===== config.mk =====
export PLATFORM = sky130hd
export DESIGN_NAME = lp_reset_timer
export DESIGN_NICKNAME = d
export VERILOG_FILES = /design/src/rtl/lprt_pkg.sv /design/src/rtl/lprt_sync.sv /design/src/rtl/lprt_prescaler.sv /design/src/rtl/lprt_delay_ctr.sv /design/src/rtl/lprt_fsm.sv /design/src/rtl/lp_reset_timer.sv
export SDC_FILE = /design/constraint.sdc
export NUM_CORES = 1
export LEC_CHECK = 0
export ABC_AREA = 1
export BUFFER_PORTS_ARGS = -buffer_cell sky130_fd_sc_hd__buf_2
export CAP_MARGIN = 20
export CORE_AREA = 10 10 94 79
export CTS_CLUSTER_SIZE = 40
export DETAILED_ROUTE_END_ITERATION = 6
export DIE_AREA = 0 0 104 89
export SLEW_MARGIN = 10
export SYNTH_ARGS = -nofsm -noshare
export SYNTH_HDL_FRONTEND = slang
export SYNTH_HIERARCHICAL = 1
export SYNTH_SLANG_ARGS = --single-unit
export TNS_END_PERCENT = 1

===== constraint.sdc =====
create_clock -name clk -period 3.63 [get_ports clk]
set_input_delay 0.363 -clock clk [delete_from_list [all_inputs] [get_ports clk]]
set_output_delay 0.363 -clock clk [all_outputs]
set_load 0.02 [all_outputs]

===== src/rtl/lprt_pkg.sv =====
package lprt_pkg;

    typedef enum logic [1:0] {
        ST_IDLE  = 2'd0,
        ST_COUNT = 2'd1,
        ST_PULSE = 2'd2,
        ST_HOLD  = 2'd3
    } lprt_state_e;

    typedef struct packed {
        logic rst_n;
        logic rst;
    } lprt_out_s;

    localparam int unsigned REC_MS = 400;

    function automatic int unsigned sel_ms(input logic [1:0] code);
        case (code)
            2'd0:    return 3000;
            2'd1:    return 3750;
            2'd2:    return 4500;
            default: return 6000;
        endcase
    endfunction

    function automatic int unsigned ms_ticks(input int unsigned ms, input int unsigned hz);
        return (ms * hz) / 1000;
    endfunction

    function automatic int unsigned max2(input int unsigned a, input int unsigned b);
        return (a > b) ? a : b;
    endfunction

endpackage


===== src/rtl/lprt_sync.sv =====
module lprt_sync #(
    parameter int unsigned WIDTH = 2
) (
    input  logic             clk,
    input  logic             rst,
    input  logic [WIDTH-1:0] d_in,
    output logic [WIDTH-1:0] q_out
);
    for (genvar g = 0; g < WIDTH; g++) begin : g_bit
        logic s1_q, s2_q;
        always_ff @(posedge clk) begin
            if (rst) begin
                s1_q <= 1'b1;
                s2_q <= 1'b1;
            end else begin
                s1_q <= d_in[g];
                s2_q <= s1_q;
            end
        end
        assign q_out[g] = s2_q;
    end
endmodule


===== src/rtl/lprt_prescaler.sv =====
module lprt_prescaler #(
    parameter int unsigned DIV = 256,
    localparam int unsigned PW = (DIV > 1) ? $clog2(DIV) : 1
) (
    input  logic clk,
    input  logic rst,
    input  logic en,
    input  logic bypass,
    output logic tick
);
    logic [PW-1:0] cnt_q;

    assign tick = en & (bypass | (cnt_q == PW'(DIV - 1)));

    always_ff @(posedge clk) begin
        if (rst || !en) begin
            cnt_q <= '0;
        end else if (tick) begin
            cnt_q <= '0;
        end else begin
            cnt_q <= cnt_q + 1'b1;
        end
    end

    assert_pre_bound_R6: assert property (@(posedge clk) disable iff (rst)
        cnt_q <= PW'(DIV - 1));

    assert_pre_idle_clear_R6: assert property (@(posedge clk) disable iff (rst)
        !en |=> (cnt_q == '0));
endmodule


===== src/rtl/lprt_delay_ctr.sv =====
module lprt_delay_ctr #(
    parameter int unsigned DW = 13
) (
    input  logic          clk,
    input  logic          rst,
    input  logic          en,
    input  logic          tick,
    input  logic [DW-1:0] limit,
    output logic          done
);
    logic [DW-1:0] cnt_q;

    assign done = tick & (cnt_q == limit - 1'b1);

    always_ff @(posedge clk) begin
        if (rst || !en) begin
            cnt_q <= '0;
        end else if (tick) begin
            cnt_q <= done ? '0 : cnt_q + 1'b1;
        end
    end

    assert_cnt_below_limit_R6: assert property (@(posedge clk) disable iff (rst)
        en |-> (cnt_q < limit));

    assert_cnt_holds_without_tick_R6: assert property (@(posedge clk) disable iff (rst)
        (en && !tick) |=> $stable(cnt_q));
endmodule


===== src/rtl/lprt_fsm.sv =====
module lprt_fsm
    import lprt_pkg::*;
(
    input  logic        clk,
    input  logic        rst,
    input  logic        both_low,
    input  logic        done,
    input  logic [1:0]  sel_in,
    output lprt_state_e state,
    output logic [1:0]  sel_q
);
    lprt_state_e state_q;

    always_ff @(posedge clk) begin
        if (rst) begin
            state_q <= ST_IDLE;
            sel_q   <= 2'd0;
        end else begin
            case (state_q)
                ST_IDLE: begin
                    if (both_low) begin
                        state_q <= ST_COUNT;
                        sel_q   <= sel_in;
                    end
                end
                ST_COUNT: begin
                    if (!both_low)  state_q <= ST_IDLE;
                    else if (done)  state_q <= ST_PULSE;
                end
                ST_PULSE: begin
                    if (done) state_q <= ST_HOLD;
                end
                default: begin
                    if (!both_low) state_q <= ST_IDLE;
                end
            endcase
        end
    end

    assign state = state_q;

    assert_pulse_needs_press_R4: assert property (@(posedge clk) disable iff (rst)
        $rose(state_q == ST_PULSE) |-> $past(both_low));

    assert_abort_idle_R3: assert property (@(posedge clk) disable iff (rst)
        (state_q == ST_COUNT && !both_low) |=> (state_q == ST_IDLE));

    assert_pulse_exit_R5: assert property (@(posedge clk) disable iff (rst)
        (state_q == ST_PULSE) |=> (state_q == ST_PULSE || state_q == ST_HOLD));

    assert_sel_frozen_R7: assert property (@(posedge clk) disable iff (rst)
        (state_q != ST_IDLE) |=> $stable(sel_q));

    assert_single_pulse_R9: assert property (@(posedge clk) disable iff (rst)
        (state_q == ST_HOLD && both_low) |=> (state_q == ST_HOLD));
endmodule


===== src/rtl/lp_reset_timer.sv =====
module lp_reset_timer
    import lprt_pkg::*;
#(
    parameter int unsigned CLK_HZ  = 262144,
    parameter int unsigned TICK_HZ = 1024
) (
    input  logic       clk,
    input  logic       rst,
    input  logic       btn_a_n,
    input  logic       btn_b_n,
    input  logic [1:0] dly_sel,
    input  logic       test_mode,
    output logic       rst_out_n,
    output logic       rst_out
);
    localparam int unsigned PRE_DIV = (CLK_HZ / TICK_HZ > 0) ? CLK_HZ / TICK_HZ : 1;
    localparam int unsigned T_REC   = ms_ticks(REC_MS, TICK_HZ);
    localparam int unsigned T_MAX   = max2(max2(ms_ticks(sel_ms(2'd0), TICK_HZ),
                                                ms_ticks(sel_ms(2'd1), TICK_HZ)),
                                           max2(max2(ms_ticks(sel_ms(2'd2), TICK_HZ),
                                                     ms_ticks(sel_ms(2'd3), TICK_HZ)),
                                                T_REC));
    localparam int unsigned DLY_W   = $clog2(T_MAX + 1);

    logic [1:0]       btn_sync;
    logic             both_low;
    logic             cnt_en;
    logic             tick;
    logic             done;
    logic [DLY_W-1:0] limit;
    logic [1:0]       sel_q;
    lprt_state_e      state;
    lprt_out_s        outs;
    logic [DLY_W-1:0] term_tab [4];

    for (genvar g = 0; g < 4; g++) begin : g_term
        assign term_tab[g] = DLY_W'(ms_ticks(sel_ms(2'(g)), TICK_HZ));
    end

    lprt_sync #(.WIDTH(2)) u_sync (
        .clk   (clk),
        .rst   (rst),
        .d_in  ({btn_a_n, btn_b_n}),
        .q_out (btn_sync)
    );

    assign both_low = (btn_sync == 2'b00);
    assign cnt_en   = (state == ST_COUNT) || (state == ST_PULSE);
    assign limit    = (state == ST_PULSE) ? DLY_W'(T_REC) : term_tab[sel_q];

    lprt_prescaler #(.DIV(PRE_DIV)) u_pre (
        .clk    (clk),
        .rst    (rst),
        .en     (cnt_en),
        .bypass (test_mode),
        .tick   (tick)
    );

    lprt_delay_ctr #(.DW(DLY_W)) u_dly (
        .clk   (clk),
        .rst   (rst),
        .en    (cnt_en),
        .tick  (tick),
        .limit (limit),
        .done  (done)
    );

    lprt_fsm u_fsm (
        .clk      (clk),
        .rst      (rst),
        .both_low (both_low),
        .done     (done),
        .sel_in   (dly_sel),
        .state    (state),
        .sel_q    (sel_q)
    );

    always_comb begin
        outs = '{rst_n: 1'b1, rst: 1'b0};
        if (state == ST_PULSE) outs = '{rst_n: 1'b0, rst: 1'b1};
    end

    assign rst_out_n = outs.rst_n;
    assign rst_out   = outs.rst;

    assert_idle_after_reset_R10: assert property (@(posedge clk)
        $past(rst) |-> (rst_out_n && !rst_out));
endmodule


== Word level (Yosys, flattened, before mapping) ==
Index checks and enable logic that the tools add are counted.
Word-level totals
  flip-flop bits (word level): 29
  input port bits: 7
  output and inout bits: 2
Operators by class
  $add $sub $neg: 3
  $lt $le $gt $ge: 1
  equal/unequal tests: 8
  mux-type cells: 12
  bitwise operators: 4
  reduce and logical (&&, ||, !) cells: 8
Operators by type and width (number)
  13-bit two-way mux: 4
  13-bit binary-select mux with 2-bit select: 1
  13-bit by 1-bit adder with 13-bit output (second input constant): 1
  13-bit == test: 1
  13-bit by 1-bit subtractor with 13-bit output (second input constant): 1
  2-bit two-way mux: 6
  8-bit by 1-bit adder with 8-bit output (second input constant): 1
  8-bit == test (second input constant): 1
  2-bit one-hot mux with 3 select lines: 1
  2-bit zero test: 2
  2-bit by 1-bit inequality test with 1-bit output (second input constant): 2
  4-bit inequality test (second input constant): 1
  4-bit AND reduction: 1
  3-bit >= comparator (second input constant): 1
  3-bit inequality test (second input constant): 1
  2-bit NOT with 3-bit output: 1
  1-bit bitwise AND: 2
  2-bit by 1-bit == test with 1-bit output (second input constant): 1
  2-bit == test (second input constant): 1
  1-bit logical OR: 2
  2-bit AND reduction: 1
  2-bit OR reduction: 1
  1-bit zero test: 1
  1-bit bitwise OR: 1

== Longest topological paths before layout ==
  depth after elaboration: 11
  depth in mapped cells: 18

== By module ==
The synthesis kept the hierarchy.
By module, submodules not included
  lprt_delay_ctr: times used 1, cells each 216, area an instance 1298.7 sq um, sequential area each 260.2 sq um
  lprt_prescaler: times used 1, cells each 54, area an instance 400.4 sq um, sequential area each 160.2 sq um
  lprt_fsm: times used 1, cells each 38, area an instance 221.5 sq um, sequential area each 80.1 sq um
  lprt_sync: times used 1, cells each 15, area an instance 131.4 sq um, sequential area each 80.1 sq um
  lp_reset_timer: times used 1, cells each 18, area an instance 105.1 sq um, sequential area each 0.0 sq um

== Worst setup path after synthesis ==
No wires, ideal clock.
  kind: register to register
  start: register u_fsm.state_q[1], in the netlist u_fsm/state[1]
  end: register u_fsm.state_q[0], in the netlist u_fsm/state[0]
  library setup time: 0.113 ns
  arrival time: 2.611 ns
  data required time: 3.517 ns
  path slack: 0.906 ns
  stages on the path, launching flop included: 18
  clock period less this slack: 2.724 ns
  cell sequence: dfxtp_1 ha_1 inv_1 ha_1 nand2_1 nor2_1 nand2_1 nand2_1 nor2_1 nand2_1 nor3b_1 nand2_1 nor2_1 inv_1 nand2_1 nand2_2 nor2_1 nor2_1
On the way
  word-level cells in the longest chain between the ends: 7
  elaborated cells on any way between the ends: 15
Ends and longest elaborated chain
  start: declaration: line lprt_fsm.sv:12  | lprt_state_e state_q;
  start signal: assignment: line lprt_fsm.sv:16  | state_q <= ST_IDLE;
  start signal: assignment: line lprt_fsm.sv:22  | state_q <= ST_COUNT;
  start signal: assignment: line lprt_fsm.sv:27  | if (!both_low) state_q <= ST_IDLE;
  2-bit == test: line lp_reset_timer.sv:48, lp_reset_timer.sv:49
  13-bit two-way mux: line lp_reset_timer.sv:49  | assign limit = (state == ST_PULSE) ? DLY_W'(T_REC) : term_tab[sel_q];
  13-bit by 1-bit subtractor with 13-bit output: line lprt_delay_ctr.sv:13  | assign done = tick & (cnt_q == limit - 1'b1);
  13-bit == test: line lprt_delay_ctr.sv:13
  1-bit bitwise AND *: line lprt_delay_ctr.sv:13
  named net done: line lp_reset_timer.sv:29  | logic done;
  3-bit inequality test (no source line) or 2-bit by 1-bit inequality test with 1-bit output (tied branches)
  4-bit AND reduction (no source line) *
Mark *: on every way through the listed nets, which the timed path passes. The rest lies on a longest branch.
A chain may end at the register's enable or synchronous reset.

== Final worst setup path ==
  start: register u_pre.cnt_q[0]
  end: register u_fsm.state_q[0], in the netlist u_fsm/state[0]
On the way
  word-level cells in the longest chain between the ends: 6
  elaborated cells on any way between the ends: 7
Ends and longest elaborated chain
  start: declaration: line lprt_prescaler.sv:11  | logic [PW-1:0] cnt_q;
  start signal: assignment: line lprt_prescaler.sv:21  | cnt_q <= cnt_q + 1'b1;
  8-bit == test *: line lprt_prescaler.sv:13  | assign tick = en & (bypass | (cnt_q == PW'(DIV - 1)));
  1-bit bitwise OR *: line lprt_prescaler.sv:13
  1-bit bitwise AND *: line lprt_prescaler.sv:13
  named net tick: line lp_reset_timer.sv:28  | logic tick;
  1-bit bitwise AND *: line lprt_delay_ctr.sv:13
  named net done: line lp_reset_timer.sv:29
  3-bit inequality test (no source line) or 2-bit by 1-bit inequality test with 1-bit output (tied branches)
  4-bit AND reduction (no source line) *
Marked as above.

==> metrics.txt <==
vias in the first global route 1943; layout cell share with drive strength beyond 1 16.8%; startpoint types flip-flop; Hold Path Class in2reg; Setup violations, final 0; Die Wd 104 um; Syn. warnings 6; I/O pin count 9; Max Fclk 0.369 GHz; # Max-Cap Violations 0; first-pass GRT wire length 8.34 mm; DR DRC count 0; routability cong. 0.793; largest net degree at the start of global routing 16; Layout Nets 383; All-Layer GR Usage 10.7%; Worst EP required 3800 ps; die height 89 um; drt initial violations 71; GR Overflow Total 0; initial antenna violation count 0; drt pass-1 iters 4; Syn-to-layout area delta 12.4%; Power per Cell Area 380 nW/um^2; routed wire length 4.32 mm; hpwl dp 3.54 mm; H-tree Lvls 2; cts-stage hold buffer count 0; register area share after synthesis 26.9%; Worst VDD drop 0.246 mV; synthesized cell area 2160 um^2; cells after synthesis 341; asr flop ratio synth 0%; Via Count 1923; Num CTS Buffers 5; unique cell type count in the Yosys netlist 31; final hold violations 0; Post-synth top flop dfxtp_1; crit-path cells ha_1 > nand2_2 > nor2_2 > nand2_1 > a21oi_1 > inv_1 > a21oi_1 > nand3_1 > nor2_1 > nand2_1 > nor3b_1 > nand2_1 > nor2_1 > inv_1 > nand2_1 > nand2_2 > nor2_1 > nor2_1; syn avg cell area 6.33 um^2; routed wl met3 151 um; Slew Limit Fails 0; worst setup path class reg2reg; row count 25; initial core utilization 37.9%; Critical Path Max Stage Delay 370 ps; DP Cell Count 443; TNS Setup 0 ps; CTS max path bufs 2; crit path max fanout 5; met2 routed WL 1.96 mm; Worst-Skew Late Latency 280 ps; unrepaired setup endpoints after global routing no; number of synthesized flops with an enable pin 0; Post-DP Area 2340 um^2; Data arrival, critical path 2890 ps; CTS tree yes; Final Core Density 42.6%; status finished clean; Max Clock Skew 5.96 ps; fin area 2420 um^2; CP max stage cell a21oi_1; Period minus WS final 2710 ps; static leakage 1.08 nW; Post-DRT Antenna Nets 0; vias per cell 4.26; Core ar. 5690 um^2; WL per Instance 9.58 um; Post-Layout Cell Count 451; Worst setup EP type flip-flop; WHS 262 ps; root buf cell clkbuf_8; Tcrit/Tclk final 74.7%; DR top layer met4; die area 9260 um^2; Sink Count 29; IO Port Bufs 8; wire length on met1 2.16 mm; # diodes 0; PostCTS Resize Cnt 0; clock transition at the registers of the reported paths 60 ps; synthesis-stage register bit count 29; buffers inserted by post-CTS timing repair 0
## cells by family (layout without fill, tap and decap cells)
family                     count (synthesis)  in the layout  share of synthesized area, %
and+or+nand+nor                          206            206                          46.6
buffers and inverters                     67             82                          12.4
DFF                                       29             29                          26.9
AOI/OAI and AO/OA                         18             18                          4.64
xor gates and xnor gates                  13             13                          5.28
adders and majority gates                  7              7                          4.06
other                                      1             15                         0.174
## synth_stat cells (2+ instances only)
master     n  share of area, %
a21oi_1    8               1.9
nor2_1    35               6.1
inv_1     58                10
o21ai_1    2              0.46
buf_4      2              0.70
nand3b_1   2              0.70
nor2_2    13               3.8
xnor2_1    4               1.6
a21oi_2    2              0.81
nor2_4     5               2.6
dfxtp_1   29                27
nand2_2    8               2.3
ha_1       7               4.1
inv_2      5              0.87
nand4_1    2              0.58
xor2_1     9               3.7
nand2_1   98                17
nor3_2     9               4.2
o21ai_0    5               1.2
or2_2      2              0.58
nand3_1   26               6.0
## power breakdown
part | switching (mW) | internal, mW
sequential | 0.0108 | 0.328
clock | 0.115 | 0.136
combinational | 0.226 | 0.106
## sequential cells by signal, indices dropped and copies added (netlist names)
signal,flops
u_dly/cnt_q,13
u_fsm/sel_q,2
u_fsm/state,2
u_pre/cnt_q,8
u_sync/g_bit.s1_q,2
u_sync/g_bit.s2_q,2
## layer usage
metal  GRT usage (%)  vias to the layer above
met5               0                        -
met4            3.40                        0
met3            2.88                        5
met2            18.2                       20
met1            12.9                      826
li1                -                     1072
## layout make-up
cell class | instances | area, um^2
Timing Repair Buffer | 9 | 47.5
Inverter | 65 | 251
Clock buffer | 8 | 80.1
Sequential cell | 29 | 581
Multi-Input combinational cell | 259 | 1360
Fill cell | 631 | 3270
Tap cell | 81 | 101
## through the flow
stage | worst slack (ps) | power (mW)
2_1_floorplan | 906 | 0.609
3_3_place_gp | 973 | 0.676
3_5_place_dp | 902 | 0.680
4_1_cts | 895 | 0.934
5_1_grt | 520 | 1.01
6_report | 917 | 0.922
## path summary, 6_finish.rpt
| path | start | to | slack [ps] | depth (start not counted) |
|---|---|---|---|---|
| max reg2reg | u_pre/cnt_q[0]$_SDFF_PP0_ | u_fsm/state[0]$_SDFFE_PP0P_ | 920 | 18 |
| min reg2reg | u_sync/g_bit[1].s1_q$_SDFF_PP1_ | u_sync/g_bit[1].s2_q$_SDFF_PP1_ | 410 | 2 |
| max | u_pre/cnt_q[0]$_SDFF_PP0_ | u_fsm/state[0]$_SDFFE_PP0P_ | 920 | 18 |
| min | btn_a_n | u_sync/g_bit[1].s1_q$_SDFF_PP1_ | 260 | 3 |
## critical path, delay by kind of cell (launching register included)
kind / cells / cell delay [ps]
AND/OR/NAND/NOR: 13 / 1360
flip-flops: 1 / 360
buffers and inverters: 2 / 160
AO/OA/AOI/OAI: 2 / 510
adder cells (fa/ha/maj): 1 / 210
## layout by cell type (no fill, tap or decap), types with 7 or more instances in the layout
cell type / n
a21oi_1: 8
buf_2: 8
conb_1: 15
dfxtp_1: 29
ha_1: 7
inv_1: 58
nand2_1: 98
nand2_2: 8
nand3_1: 26
nor2_1: 35
nor2_2: 13
nor3_2: 9
xor2_1: 9
No activity file was read; power rests on OpenSTA's default activity.
